$ cat src/rtl/scsi_sel_irq_pkg.sv
package scsi_sel_irq_pkg;
  localparam int N_EVT  = 5;
  localparam int N_STAT = 8;

  typedef enum int {
    ST_SEL    = 0,
    ST_RESEL  = 1,
    ST_SELPAR = 2,
    ST_EOP    = 3,
    ST_BUSRST = 4,
    ST_PAR    = 5,
    ST_PHASE  = 6,
    ST_DISC   = 7
  } stat_idx_e;

  localparam int EVT_BASE = ST_EOP;
  localparam int EVT_EOP  = 0;

  localparam int MODE_DMA_BIT = 1;
  localparam int MODE_PAR_BIT = 5;

  // status bits that drive the interrupt line
  localparam logic [N_STAT-1:0] IRQ_MASK = ~(N_STAT'(1) << ST_SELPAR);
endpackage

$ cat src/rtl/scsi_hold_filter.sv
module scsi_hold_filter #(
  parameter int N = 8
) (
  input  logic clk_i,
  input  logic rst_ni,
  input  logic in_i,
  output logic held_o
);
  localparam int CW = (N > 1) ? $clog2(N) : 1;
  localparam logic [CW-1:0] LAST = CW'(N - 1);

  logic [CW-1:0] cnt_q;

  always_ff @(posedge clk_i or negedge rst_ni) begin
    if (!rst_ni)           cnt_q <= '0;
    else if (!in_i)        cnt_q <= '0;
    else if (cnt_q != LAST) cnt_q <= cnt_q + CW'(1);
  end

  assign held_o = in_i && (cnt_q == LAST);
endmodule

$ cat src/rtl/scsi_sel_detect.sv
module scsi_sel_detect #(
  parameter int ID_W       = 8,
  parameter int SETTLE_CYC = 8
) (
  input  logic            clk_i,
  input  logic            rst_ni,
  input  logic            sel_i,
  input  logic            bsy_i,
  input  logic            io_i,
  input  logic            par_err_i,
  input  logic            par_en_i,
  input  logic [ID_W-1:0] id_i,
  input  logic [ID_W-1:0] sel_en_i,
  output logic            sel_set_o,
  output logic            resel_set_o,
  output logic            selpar_set_o
);
  logic id_hit, qual, settled, fire;
  logic armed_q, par_seen_q;

  assign id_hit = |(id_i & sel_en_i);
  assign qual   = sel_i && !bsy_i && id_hit;

  scsi_hold_filter #(.N(SETTLE_CYC)) u_settle (
    .clk_i  (clk_i),
    .rst_ni (rst_ni),
    .in_i   (qual),
    .held_o (settled)
  );

  assign fire = settled && armed_q;

  // one detection per select assertion
  always_ff @(posedge clk_i or negedge rst_ni) begin
    if (!rst_ni)     armed_q <= 1'b1;
    else if (!sel_i) armed_q <= 1'b1;
    else if (fire)   armed_q <= 1'b0;
  end

  // parity error seen anywhere in the current window
  always_ff @(posedge clk_i or negedge rst_ni) begin
    if (!rst_ni)        par_seen_q <= 1'b0;
    else if (!qual)     par_seen_q <= 1'b0;
    else if (par_err_i) par_seen_q <= 1'b1;
  end

  assign sel_set_o    = fire && !io_i;
  assign resel_set_o  = fire && io_i;
  assign selpar_set_o = fire && par_en_i && (par_seen_q || par_err_i);
endmodule

$ cat src/rtl/scsi_irq_status.sv
module scsi_irq_status
  import scsi_sel_irq_pkg::*;
(
  input  logic             clk_i,
  input  logic             rst_ni,
  input  logic             sel_set_i,
  input  logic             resel_set_i,
  input  logic             selpar_set_i,
  input  logic [N_EVT-1:0] evt_i,
  input  logic [N_EVT-1:0] evt_en_i,
  input  logic             dma_mode_i,
  input  logic             clr_i,
  output logic [N_STAT-1:0] stat_o,
  output logic             irq_o
);
  logic [N_STAT-1:0] set_vec;
  logic [N_STAT-1:0] stat_q;

  always_comb begin
    set_vec             = '0;
    set_vec[ST_SEL]     = sel_set_i;
    set_vec[ST_RESEL]   = resel_set_i;
    set_vec[ST_SELPAR]  = selpar_set_i;
  end

  logic [N_EVT-1:0] evt_hit;

  for (genvar i = 0; i < N_EVT; i++) begin : g_evt
    if (i == EVT_EOP) begin : g_eop
      assign evt_hit[i] = evt_i[i] && evt_en_i[i] && dma_mode_i;
    end else begin : g_plain
      assign evt_hit[i] = evt_i[i] && evt_en_i[i];
    end
  end

  logic [N_STAT-1:0] set_all;
  assign set_all = set_vec | (N_STAT'(evt_hit) << EVT_BASE);

  // a cause arriving with the clear survives it
  always_ff @(posedge clk_i or negedge rst_ni) begin
    if (!rst_ni) stat_q <= '0;
    else         stat_q <= (clr_i ? '0 : stat_q) | set_all;
  end

  assign stat_o = stat_q;
  assign irq_o  = |(stat_q & IRQ_MASK);
endmodule

$ cat src/rtl/scsi_sel_irq.sv
module scsi_sel_irq
  import scsi_sel_irq_pkg::*;
#(
  parameter int ID_W         = 8,
  parameter int SETTLE_CYC   = 8,
  parameter int RST_HOLD_CYC = 40
) (
  input  logic              clk_i,
  input  logic              rst_ni,
  input  logic              sel_i,
  input  logic              bsy_i,
  input  logic              io_i,
  input  logic              par_err_i,
  input  logic [ID_W-1:0]   id_i,
  input  logic [ID_W-1:0]   sel_en_i,
  input  logic [7:0]        mode_i,
  input  logic [N_EVT-1:0]  evt_i,
  input  logic [N_EVT-1:0]  evt_en_i,
  input  logic              rd_clr_i,
  input  logic              ext_rst_i,
  output logic              irq_o,
  output logic [N_STAT-1:0] stat_o
);
  logic sel_set, resel_set, selpar_set;
  logic ext_clr;

  scsi_sel_detect #(.ID_W(ID_W), .SETTLE_CYC(SETTLE_CYC)) u_det (
    .clk_i        (clk_i),
    .rst_ni       (rst_ni),
    .sel_i        (sel_i),
    .bsy_i        (bsy_i),
    .io_i         (io_i),
    .par_err_i    (par_err_i),
    .par_en_i     (mode_i[MODE_PAR_BIT]),
    .id_i         (id_i),
    .sel_en_i     (sel_en_i),
    .sel_set_o    (sel_set),
    .resel_set_o  (resel_set),
    .selpar_set_o (selpar_set)
  );

  scsi_hold_filter #(.N(RST_HOLD_CYC)) u_ext_rst (
    .clk_i  (clk_i),
    .rst_ni (rst_ni),
    .in_i   (ext_rst_i),
    .held_o (ext_clr)
  );

  scsi_irq_status u_stat (
    .clk_i        (clk_i),
    .rst_ni       (rst_ni),
    .sel_set_i    (sel_set),
    .resel_set_i  (resel_set),
    .selpar_set_i (selpar_set),
    .evt_i        (evt_i),
    .evt_en_i     (evt_en_i),
    .dma_mode_i   (mode_i[MODE_DMA_BIT]),
    .clr_i        (rd_clr_i || ext_clr),
    .stat_o       (stat_o),
    .irq_o        (irq_o)
  );
endmodule

$ cat config.mk
export PLATFORM = sky130hd
export DESIGN_NAME = scsi_sel_irq
export DESIGN_NICKNAME = d
export VERILOG_FILES = /design/src/rtl/scsi_sel_irq_pkg.sv /design/src/rtl/scsi_hold_filter.sv /design/src/rtl/scsi_sel_detect.sv /design/src/rtl/scsi_irq_status.sv /design/src/rtl/scsi_sel_irq.sv
export SDC_FILE = /design/constraint.sdc
export NUM_CORES = 1
export LEC_CHECK = 0
export ABC_AREA = 0
export BUFFER_PORTS_ARGS = -buffer_cell sky130_fd_sc_hd__buf_2
export CAP_MARGIN = 20
export CORE_MARGIN = 5
export CORE_UTILIZATION = 39
export CTS_BUF_LIST = sky130_fd_sc_hd__clkbuf_16
export CTS_CLUSTER_DIAMETER = 30
export DETAILED_ROUTE_END_ITERATION = 7
export GPL_TIMING_DRIVEN = 0
export PLACE_DENSITY = 0.75
export RECOVER_POWER = 25
export SYNTH_ARGS = -nofsm -noshare
export SYNTH_HDL_FRONTEND = slang
export SYNTH_HIERARCHICAL = 1
export SYNTH_SLANG_ARGS = --single-unit
$ cat constraint.sdc
create_clock -name clk_i -period 1.71 [get_ports clk_i]
set_input_delay 0.342 -clock clk_i [delete_from_list [all_inputs] [get_ports clk_i]]
set_output_delay 0.342 -clock clk_i [all_outputs]
set_load 0.1 [all_outputs]
==> flow_metrics.py <==
metrics = {
    "pwr": {
        "power.leakage_nw": 0.683,
        "power_density_mw_per_mm2": 881,
        "vdd_drop_max_mv": 0.445,
    },
    "floorplan": {
        "core_mm2": 0.00223,
        "io_pins": 51,
        "dieArea_mm2": 0.00344,
        "start_util": 0.413,
        "num_rows": 17,
        "die_h_um": 58.6,
        "die_w_um": 58.6,
    },
    "global_routing": {
        "grt_max_degree": 20,
        "grt_overflow_total": 0,
        "grt_pass1_vias": 874,
        "grt_antenna_before_repair": 0,
        "grt_pass1_wl_um": 3430,
        "track_usage": 0.129,
    },
    "yosys": {
        "synth.most_common_cell": "dfrtp_1",
        "ys_ff_latch": 19,
        "synth_top_area_share": 0.488,
        "synth_fa_ha_area_frac": 0.0407,
        "yosysWarnings": 6,
        "synth_common_cells": "18 x dfrtp_1, 9 x nand2_1, 6 x o21ai_0, 5 x inv_1, 5 x nor2_1",
        "seq_area_frac_synth": 0.517,
        "syn_area_um2": 922,
        "synthMuxAreaShare": 0.0434,
        "syn_inst": 86,
        "synth_top_family_by_area": "simple AND/OR/NAND/NOR gates",
        "synth_xor_area_frac": 0.0285,
        "synth_edf_count": 0,
        "synth-simple-area-share": 0.235,
        "async_flop_share": 1.00,
        "synth_top_area_cell": "dfrtp_1",
        "ys_types": 30,
        "synthTopCellsByArea": "dfrtp_1 49%, mux2i_1 4.3%, ha_1 4.1%, nand2_1 3.7%, o21ai_0 3.3%",
        "synth_compound_area_frac": 0.110,
        "synth_flop_cell": "dfrtp_1",
        "syn_area_per_cell_um2": 10.7,
        "synth_fp_nets": 131,
    },
    "placed_design": {
        "post-place-ws_ns": -0.0675,
        "portBuffers": 43,
        "place_congestion": 0.763,
        "dp_hpwl_um": 1650,
    },
    "job": {
        "drv_cap": 0,
    },
    "clock_network": {
        "cts_tree": "built",
        "holdBufCountCts": 0,
        "htreeDepth": 1,
        "clock_latency_ns": 0.25,
        "cts_buffers": 3,
        "root_buffer": "clkbuf_16",
        "path_clk_slew_ns": 0.05,
        "cts_num_sinks": 19,
        "clockBufferDepth": 2,
    },
    "drt": {
        "drc": 0,
        "drtIter0Drc": 11,
        "wl_per_cell_um": 12.7,
        "routed_wl_um": 2090,
        "drtAntennaViolNets": 0,
        "vias": 809,
        "viasPerCell": 4.93,
        "dr.pass1.iters": 3,
    },
    "sta": {
        "slew_headroom": 0.361,
        "rsz0062_at_grt": "false",
        "worst_slew_pin_slew_ns": 0.958,
        "period_minus_slack_ns": 1.66,
        "slew_violations": 0,
        "final-hold-violation-count": 0,
        "skew_ns": 0.00147,
        "setup_viol": 0,
        "fin_ws_ns": 0.0515,
        "fmax_mhz": 603,
        "finalCritPeriodShare": 0.970,
    },
    "finish": {
        "regArea_um2": 488,
        "diodes": 0,
        "fillers": 199,
        "final_core_util": 0.591,
        "area_delta_synth_final_pct": 43.1,
        "fin_nets": 182,
        "drive_gt1_frac": 0.485,
        "multi_input_comb_area_um2": 445,
    },
    "setup_path": {
        "crit_fanout": 2,
        "r2r_end": "u_stat/stat_o[6]",
        "path_class": "flip-flop to primary output",
        "slowest_delay_ns": 0.48,
        "reg2reg_depth": 7,
        "critical_path_buf_inv_count": 1,
        "r2r_slack_ns": 0.08,
        "worst-endpoint-required_ns": 1.37,
        "path_delay_family": "flip-flops",
        "slowest_stage": "dfrtp_4",
        "endpoint_kind": "primary output",
        "crit_chain": "nor4_4, nand4_1, buf_8",
        "r2r_start": "u_ext_rst/cnt_q[1]",
        "critPathLaunchType": "flip-flop",
        "cp_data_arrival_time_ns": 1.32,
    },
    "run_status": {
        "status": "finished, final reports clean",
    },
    "worst_hold_path": {
        "hold_class": "input pin to async pin",
    },
}
[cells in the final DEF, fill, tap and decap left out, drive strengths merged, types with 4 or more instances in the layout]
cell,count
nor2,5
o21ai,6
nand2,9
clkbuf,5
dfrtp,18
inv,6
a22oi,4
and2,4
mux2i,4
nor3b,4
buf,45
[through the flow]
step | cells | instance area, um^2 | TNS [ns] | hold WS, ns | power [mW]
2_1_floorplan | 86 | 933 | -0.465 | 0.0464 | 0.626
3_3_place_gp | 157 | 1180 | -0.0642 | 0.302 | 0.692
3_5_place_dp | 157 | 1180 | -0.234 | 0.302 | 0.698
4_1_cts | 162 | 1290 | 0 | 0.0368 | 1.18
5_1_grt | 164 | 1320 | 0 | 0.289 | 1.21
6_report | 164 | 1320 | 0 | 0.223 | 1.16
[registers in the layout, indices dropped and copies added (netlist names)]
register and cells:
u_stat/stat_o 8, u_det/u_settle/cnt_q 3, u_ext_rst/cnt_q 6, u_det/par_seen_q 1, u_det/armed_q 1
[timing repair]
item,CTS,global route
gates cloned,0,0
buffers inserted,1,2
endpoints found under the setup margin,8,8
pin swaps,2,2
gates resized for setup,8,4
[worst reg2reg max path, cell delays in order (launching register included)]
cell     delay (ns)
dfrtp_1        0.41
ha_2           0.21
nand2_2        0.08
and2b_2        0.24
and2_1         0.15
or2_4          0.27
inv_4          0.08
a22o_1         0.13
[power by group]
group / internal (mW) / switching [mW] / total, mW
combinational: 0.0728 / 0.143 / 0.216
clock: 0.310 / 0.149 / 0.459
sequential: 0.471 / 0.0160 / 0.487
total: 0.854 / 0.308 / 1.16
[layer usage]
metal | global-route usage | vias up | wire length [um]
li1 | - | 401 | -
met1 | 0.133 | 370 | 767
met2 | 0.255 | 36 | 1080
met3 | 0.0263 | 2 | 225
met4 | 0.0388 | 0 | 15
met5 | 0 | - | 0
[cells by family (layout without fill, tap and decap cells)]
kind of cell               after synthesis  count (layout)
and+or+nand+nor                         36              36
DFF                                     19              19
AOI/OAI and AO/OA                       15              15
buffers and inverters                    6              56
muxes                                    4               4
adders and majority gates                3               3
xor gates and xnor gates                 3               3
[area by class of cell]
cell class                      count  share of cell area
Clock buffer                        3              0.0569
Sequential cell                    19               0.370
Inverter                            5              0.0161
Multi-Input combinational cell     61               0.337
Buffer                              1             0.00379
Timing Repair Buffer               46               0.187
Clock inverter                      1             0.00284
Tap cell                           28              0.0265
[worst max path at each step]
stage / slack (ns) / end / start / cells after the start
after detailed placement: -0.07 / u_stat/stat_o[6] / u_ext_rst/cnt_q[0] / 7
after CTS: 0.01 / u_stat/stat_o[6] / u_ext_rst/cnt_q[1] / 7
after floorplan: -0.47 / irq_o / u_stat/stat_o[1] / 2
after global placement: -0.03 / u_stat/stat_o[7] / u_ext_rst/cnt_q[0] / 7
after global routing: 0.0009 / irq_o / u_stat/stat_o[1] / 3
final: 0.05 / irq_o / u_stat/stat_o[1] / 3
No activity file was read; power rests on OpenSTA's default activity.
